--- config.mk ---
export PLATFORM = sky130hd
export DESIGN_NAME = exc_vector_gen
export DESIGN_NICKNAME = d
export VERILOG_FILES = /design/src/rtl/exc_vector_gen.sv
export SDC_FILE = /design/constraint.sdc
export NUM_CORES = 1
export LEC_CHECK = 0
export BUFFER_PORTS_ARGS = -buffer_cell sky130_fd_sc_hd__buf_2
export CAP_MARGIN = 20
export CORE_ASPECT_RATIO = 1.1
export CORE_UTILIZATION = 54
export CTS_BUF_LIST = sky130_fd_sc_hd__clkbuf_2
export DETAILED_ROUTE_END_ITERATION = 16
export GPL_TIMING_DRIVEN = 0
export PLACE_DENSITY = 0.85
export SLEW_MARGIN = 25
export SYNTH_ARGS = -nofsm -noshare
export SYNTH_HDL_FRONTEND = slang
export SYNTH_SLANG_ARGS = --single-unit
--- constraint.sdc ---
create_clock -name clk -period 15.23 [get_ports clk]
set_clock_uncertainty 0.1 [all_clocks]
set_input_delay 3.046 -clock clk [delete_from_list [all_inputs] [get_ports clk]]
set_output_delay 3.046 -clock clk [all_outputs]
set_load 0.02 [all_outputs]
--- src/rtl/exc_vector_gen.sv ---
module exc_vector_gen #(
  parameter logic [31:0] BOOT_PC  = 32'hBFC0_0000,
  parameter logic [31:0] BOOT_BASE = 32'hBFC0_0200
) (
  input  logic        clk,
  input  logic        rst_n,
  input  logic        accept,
  input  logic [1:0]  kind,
  input  logic [4:0]  exc_cause,
  input  logic        reset_req,
  input  logic        nmi_req,
  input  logic [31:0] cur_pc,
  input  logic        in_delay_slot,
  input  logic        exl_in,
  input  logic        bev_in,
  input  logic [7:0]  im_in,
  input  logic        ivec_en,
  input  logic [4:0]  vec_spacing,
  input  logic [31:0] exc_base,
  input  logic [7:0]  irq_pending,
  output logic        entry_valid,
  output logic [31:0] new_pc,
  output logic [31:0] epc,
  output logic [31:0] error_epc,
  output logic [4:0]  cause_code,
  output logic        cause_bd,
  output logic        status_exl,
  output logic        status_erl,
  output logic        status_bev,
  output logic        status_sr,
  output logic        status_nmi,
  output logic        kernel_mode
);
  localparam logic [1:0]  K_TLB = 2'd1;
  localparam logic [1:0]  K_INT = 2'd2;
  localparam logic [13:0] OFF_GEN = 14'h180;
  localparam logic [13:0] OFF_VEC = 14'h200;

  logic        boot_entry, any_req;
  logic [31:0] base, resume_pc, vec_pc;
  logic [7:0]  masked, slot_units;
  logic [2:0]  vec;
  logic [13:0] offset;

  assign boot_entry = reset_req | nmi_req;
  assign any_req    = boot_entry | accept;
  assign base       = bev_in ? BOOT_BASE : (exc_base & ~32'h3FF);
  assign resume_pc  = in_delay_slot ? cur_pc - 32'd4 : cur_pc;
  assign masked     = irq_pending & im_in;

  always_comb begin
    vec = 3'd0;
    for (int i = 0; i < 8; i++)
      if (masked[i]) vec = 3'(i);
  end

  assign slot_units = {5'b0, vec} * {3'b0, vec_spacing};

  always_comb begin
    offset = OFF_GEN;
    if (kind == K_TLB && !exl_in)
      offset = 14'h000;
    else if (kind == K_INT && ivec_en) begin
      if (bev_in || vec_spacing == 5'd0) offset = OFF_VEC;
      else offset = OFF_VEC + {1'b0, slot_units, 5'b0};
    end
  end

  assign vec_pc = base + {18'b0, offset};

  always_ff @(posedge clk) begin
    if (!rst_n) begin
      entry_valid <= 1'b0;
      new_pc      <= '0;
      epc         <= '0;
      error_epc   <= '0;
      cause_code  <= '0;
      cause_bd    <= 1'b0;
      status_exl  <= 1'b0;
      status_erl  <= 1'b0;
      status_bev  <= 1'b0;
      status_sr   <= 1'b0;
      status_nmi  <= 1'b0;
      kernel_mode <= 1'b0;
    end else begin
      entry_valid <= any_req;
      if (boot_entry) begin
        new_pc      <= BOOT_PC;
        error_epc   <= resume_pc;
        status_exl  <= exl_in;
        status_erl  <= 1'b1;
        status_bev  <= 1'b1;
        status_sr   <= reset_req;
        status_nmi  <= !reset_req;
        kernel_mode <= 1'b1;
      end else if (accept) begin
        new_pc      <= vec_pc;
        cause_code  <= exc_cause;
        if (!exl_in) begin
          epc      <= resume_pc;
          cause_bd <= in_delay_slot;
        end
        status_exl  <= 1'b1;
        status_bev  <= bev_in;
        kernel_mode <= 1'b1;
      end
    end
  end
endmodule

Yosys cells after proc, flatten, opt, wreduce, memory -nomap -nowiden
Cells that the tools add are included.
{"block": "word_totals", "elab_cells": 54, "out_inout_bits": 109, "in_bits": 101, "ff_bits": 109}
{"block": "op_classes", "bitwise": 6, "reduce_logical": 10, "eq_ne": 2, "n_addsub": 3, "mul": 1, "muxes": 19}
{"operator": "2-to-1 mux 32 bit", "count": 4}
{"operator": "2-to-1 mux 14 bit", "count": 3}
{"operator": "adder 32 x 14 -> 32 bit", "count": 1}
{"operator": "subtractor 32 x 3 -> 32 bit (second input constant)", "count": 1}
{"operator": "2-to-1 mux 3 bit", "count": 5}
{"operator": "adder 10 x 13 -> 14 bit (first input constant)", "count": 1}
{"operator": "bitwise AND 8 bit", "count": 1}
{"operator": "multiplier 3 x 5 -> 8 bit", "count": 1}
{"operator": "2-to-1 mux 1 bit", "count": 6}
{"operator": "zero test 5 bit", "count": 1}
{"operator": "NOT 1 bit", "count": 3}
{"operator": "AND reduction 3 bit", "count": 1}
{"operator": "equality test 2 x 1 -> 1 bit (second input constant)", "count": 1}
{"operator": "equality test 2 bit (second input constant)", "count": 1}
{"operator": "logical AND 1 bit", "count": 2}
{"operator": "zero test 1 bit", "count": 2}
{"operator": "2-to-1 mux 2 bit", "count": 1}
{"operator": "OR 1 bit", "count": 2}
{"operator": "AND reduction 2 bit", "count": 1}
{"operator": "nonzero test 2 bit", "count": 1}
{"operator": "OR reduction 2 bit", "count": 1}
{"operator": "logical OR 1 bit", "count": 1}

Depth between registers and ports, before layout
{"block": "logic_depth", "ltp_word": 16, "depth_mapped": 21, "ltp_nobuf": 21}

Worst setup path after synthesis
No wires, ideal clock.
{"block": "synth_timing", "kind": "input port to flip-flop", "start": "input irq_pending[2]", "end": "register new_pc[31]", "required_time_ns": 15.007, "t_arrival_ns": 7.139, "path_slack_ns": 7.868, "path_buffers": 1, "setup_time_ns": 0.123, "stages": 21, "path_cell_list": "nand2_1 a32o_1 a22o_1 a22o_1 nand2_1 fa_1 inv_1 ha_1 inv_1 fa_1 nand2b_1 a21oi_1 xor2_1 and3_1 nor4_1 ha_1 clkbuf_1 o2111ai_1 a2111oi_0 xnor2_1 a21oi_1"}
{"block": "synth_via", "elab_chain_cells": 15}
{"element": "start: declaration", "line": "20", "rtl": "input logic [7:0] irq_pending,"}
{"element": "bitwise AND 8 bit", "line": "49", "rtl": "assign masked = irq_pending & im_in;"}
{"element": "2-to-1 mux 2 bit", "line": "54", "rtl": "if (masked[i]) vec = 3'(i);"}
{"element": "2-to-1 mux 3 bit (5 in a row)", "line": "54"}
{"element": "multiplier 3 x 5 -> 8 bit", "line": "57", "rtl": "assign slot_units = {5'b0, vec} * {3'b0, vec_spacing};"}
{"element": "adder 10 x 13 -> 14 bit", "line": "65", "rtl": "else offset = OFF_VEC + {1'b0, slot_units, 5'b0};"}
{"element": "2-to-1 mux 14 bit", "line": "64", "rtl": "if (bev_in || vec_spacing == 5'd0) offset = OFF_VEC;"}
{"element": "2-to-1 mux 14 bit", "line": "63", "rtl": "else if (kind == K_INT && ivec_en) begin"}
{"element": "2-to-1 mux 14 bit", "line": "61", "rtl": "if (kind == K_TLB && !exl_in)"}
{"element": "adder 32 x 14 -> 32 bit", "line": "69", "rtl": "assign vec_pc = base + {18'b0, offset};"}
{"element": "2-to-1 mux 32 bit", "line": "96", "rtl": "end else if (accept) begin"}
{"element": "2-to-1 mux 32 bit", "line": "87", "rtl": "if (boot_entry) begin"}
{"element": "end signal: assignment", "line": "97", "rtl": "new_pc <= vec_pc;"}
{"element": "end: declaration", "line": "22", "rtl": "output logic [31:0] new_pc,"}
Every way passes these cells. The select of a mux whose other input is x is not followed.
A chain may end at the register's enable or synchronous reset.

Worst setup path after layout
Ends and elaborated chain as after synthesis.

==> results.yml <==
outcome:
  outcome: "finished clean"
route:
  via_per_inst: 5.73
  drc: 0
  firstDrtPassIters: 4
  post_drt_wl_per_cell_um: 16.4
  totalWireLength_mm: 15.9
  ant_nets: 0
  vias: 5574
  drtIter0Drc: 296
worst_hold_path:
  whs_path_depth: 2
  holdCritPathClass: "register to register"
sta:
  min_period_ns: 7.47
  fin_worst_hold_slack_ns: 0.363
  rsz0062_at_grt: "no"
  fin_crit_sh_pct: 49.1
  final_max_slew_viol_count: 0
  final-hold-violation-count: 0
  worst_pin_slew_ns: 0.839
  finalSetupViolCount: 0
  setup-tns-final_ns: 0
  max_freq_mhz: 134
  slew_headroom_pct: 43.3
flow_run:
  cap_viol_max_count: 0
worst_setup_path:
  arrival_ns: 7.87
  path_max_fanout: 9
  rr_worst_depth: 3
  crit_type: "input port to register"
  endpoint_kind: "register"
  startpoint_type: "input port"
  worst_ep_required_time_ns: 15.63
global_routing:
  antenna_found_initial: 0
  grt_pass1_vias: 5264
  grt_max_degree: 23
  grtUsageTotal_pct: 31.2
  grt_first_pass_wirelength_mm: 24.9
  grt_overflow: 0
placed_design:
  port_buffers: 190
  dpl.hpwl_mm: 12.5
  placedCellCount: 957
  gp_congestion: 0.921
synthesis:
  yosysWarnings: 0
  ys_seq_area_share_pct: 39.2
  synth.distinct_cells: 62
  synthSimpleGateAreaFrac_pct: 21.6
  synth-edff-count: 0
  synth.area.top_cells: "dfxtp_1, a21oi_1, o21ai_0"
  avgSynthCellArea_sq_um: 8.22
  syn_area_sq_um: 5310
  yosys-top-cells-count: "dfxtp_1, nor2_1, a21oi_1, o21ai_0, nand2_1"
  synthAdderAreaFrac_pct: 5.19
  async_flop_share_pct: 0
  synth_top_family_by_area: "simple AND/OR/NAND/NOR gates"
  synth.largest_area_cell: "dfxtp_1"
  synth_compound_area_share_pct: 21.0
  yosysMostFrequentCell: "dfxtp_1"
  synth_flop_cell: "dfxtp_1"
  synth-xor-area-share_pct: 7.59
  synth_top_area_share_pct: 39.2
  synth_seq_cells: 104
  synth_mux_area_share_pct: 0.967
  syn_inst: 646
floorplan:
  die_area_sq_um: 10200
  placementRows: 37
  die_x_um: 96.5
  coreArea_sq_um: 9440
  io_pins: 210
  die_h_um: 106
  start_util_pct: 56.2
layout:
  diodes: 0
  area_growth_pct: 23.5
  fin_nets: 971
  drive_above_1_share_pct: 25.8
  final_cells: 973
cts:
  cts_tree: "yes"
  clk_pin_slew_ns: 0.30
  h-tree-depth: 3
  clkLatencyLatePin_ns: 0.62
  cts-hold-fix-buffers: 0
  clock-sinks: 104
  cts_buffers: 9
  postCtsSetupRepairBufs: 0
  post_cts_resize_count: 0
  cts-root-buf: "clkbuf_2"
  clk_path_buf_depth: 2
power:
  p_leak_nw: 2.98
  ir_drop_uv: 47.3
  pwr_density_cell_nw_per_um2: 85.5
## critical path, cell delays in order
cell and delay (ns):
buf_2 0.09, nand2_1 0.05, a32o_1 0.25, a22o_1 0.21, a22o_1 0.26, nand2_1 0.11, fa_1 0.40, inv_1 0.07
ha_1 0.17, inv_1 0.06, fa_1 0.39, nand2b_1 0.16, a21oi_1 0.16, xor2_1 0.30, and3_1 0.21, nor4_1 0.05
ha_1 0.30, clkbuf_1 0.20, o2111ai_1 0.44, a2111oi_0 0.62, xnor2_1 0.20, a21oi_1 0.10
## stage by stage
| stage | power, mW | instance area, sq um | worst slack [ns] | util (%) |
|---|---|---|---|---|
| 4_1_cts | 0.563 | 6560 | 7.82 | 69.4 |
| 3_5_place_dp | 0.424 | 6420 | 7.17 | 68.0 |
| 2_1_floorplan | 0.376 | 5320 | 7.87 | - |
| 6_report | 0.561 | 6560 | 7.76 | 69.4 |
| 5_1_grt | 0.587 | 6560 | 7.38 | 69.4 |
| 3_3_place_gp | 0.420 | 6420 | 7.26 | 68.0 |
## final cells by class
type,instances,area (sq um)
inverter,17,63.8
fill,799,2890
clock buffer,9,45.0
multi-input combinational,490,3010
tap,117,146
timing repair buffer,190,951
clock inverter,7,91.3
sequential,104,2080
buffer,39,165
## sequential cells by signal, indices dropped and copies added, names as in the netlist, 5 cells and up
signal	count
error_epc	32
new_pc	27
cause_code	5
epc	32
## logic make-up after synthesis
family	count (synthesis)
simple gates	227
compound gates	188
flops	104
buf+inv	56
xor+xnor	46
fa+ha+maj	19
mux	5
other cells	1
## placed cells by master, fill, tap and decap left out, types with 4 or more instances in the layout
cell type / n
and2_1: 9
and3_1: 5
a211oi_1: 24
nor3_1: 9
buf_4: 5
buf_2: 190
a22o_1: 9
or4_1: 4
a21o_1: 4
inv_1: 16
a21oi_1: 69
nor4_1: 11
or3_1: 5
clkbuf_2: 9
o21ai_0: 57
fa_1: 5
xor2_1: 21
nor4b_1: 4
conb_1: 5
nand3_1: 10
xnor2_1: 25
nand2b_1: 9
clkbuf_1: 32
nand4_1: 7
nor2b_1: 7
mux2i_1: 4
nand2_1: 55
dfxtp_1: 104
ha_1: 14
o22ai_1: 4
nor2_1: 70
## layer usage
| layer | track usage, % | wire [um] |
|---|---|---|
| met1 | 37.3 | 6190 |
| met2 | 53.6 | 7840 |
| met3 | 7.15 | 1520 |
| met4 | 11.2 | 380 |
| met5 | 0 | 0 |
## path summary, 6_finish.rpt
| check | from | end | slack (ns) |
|---|---|---|---|
| setup reg to reg | new_pc[30] | new_pc[30] | 14.21 |
| hold / removal | new_pc[8] | new_pc[8] | 0.36 |
| setup / recovery | irq_pending[2] | new_pc[31] | 7.76 |
| hold reg to reg | new_pc[8] | new_pc[8] | 0.36 |
## power by group
| group | internal (mW) | leakage [nW] | total [mW] | switching [mW] |
|---|---|---|---|---|
| Combinational | 0.0484 | 2.04 | 0.128 | 0.0794 |
| Sequential | 0.287 | 0.855 | 0.293 | 0.00654 |
| Clock | 0.0302 | 0.0785 | 0.139 | 0.109 |
Note: power is estimated with default switching activity, not from simulation.
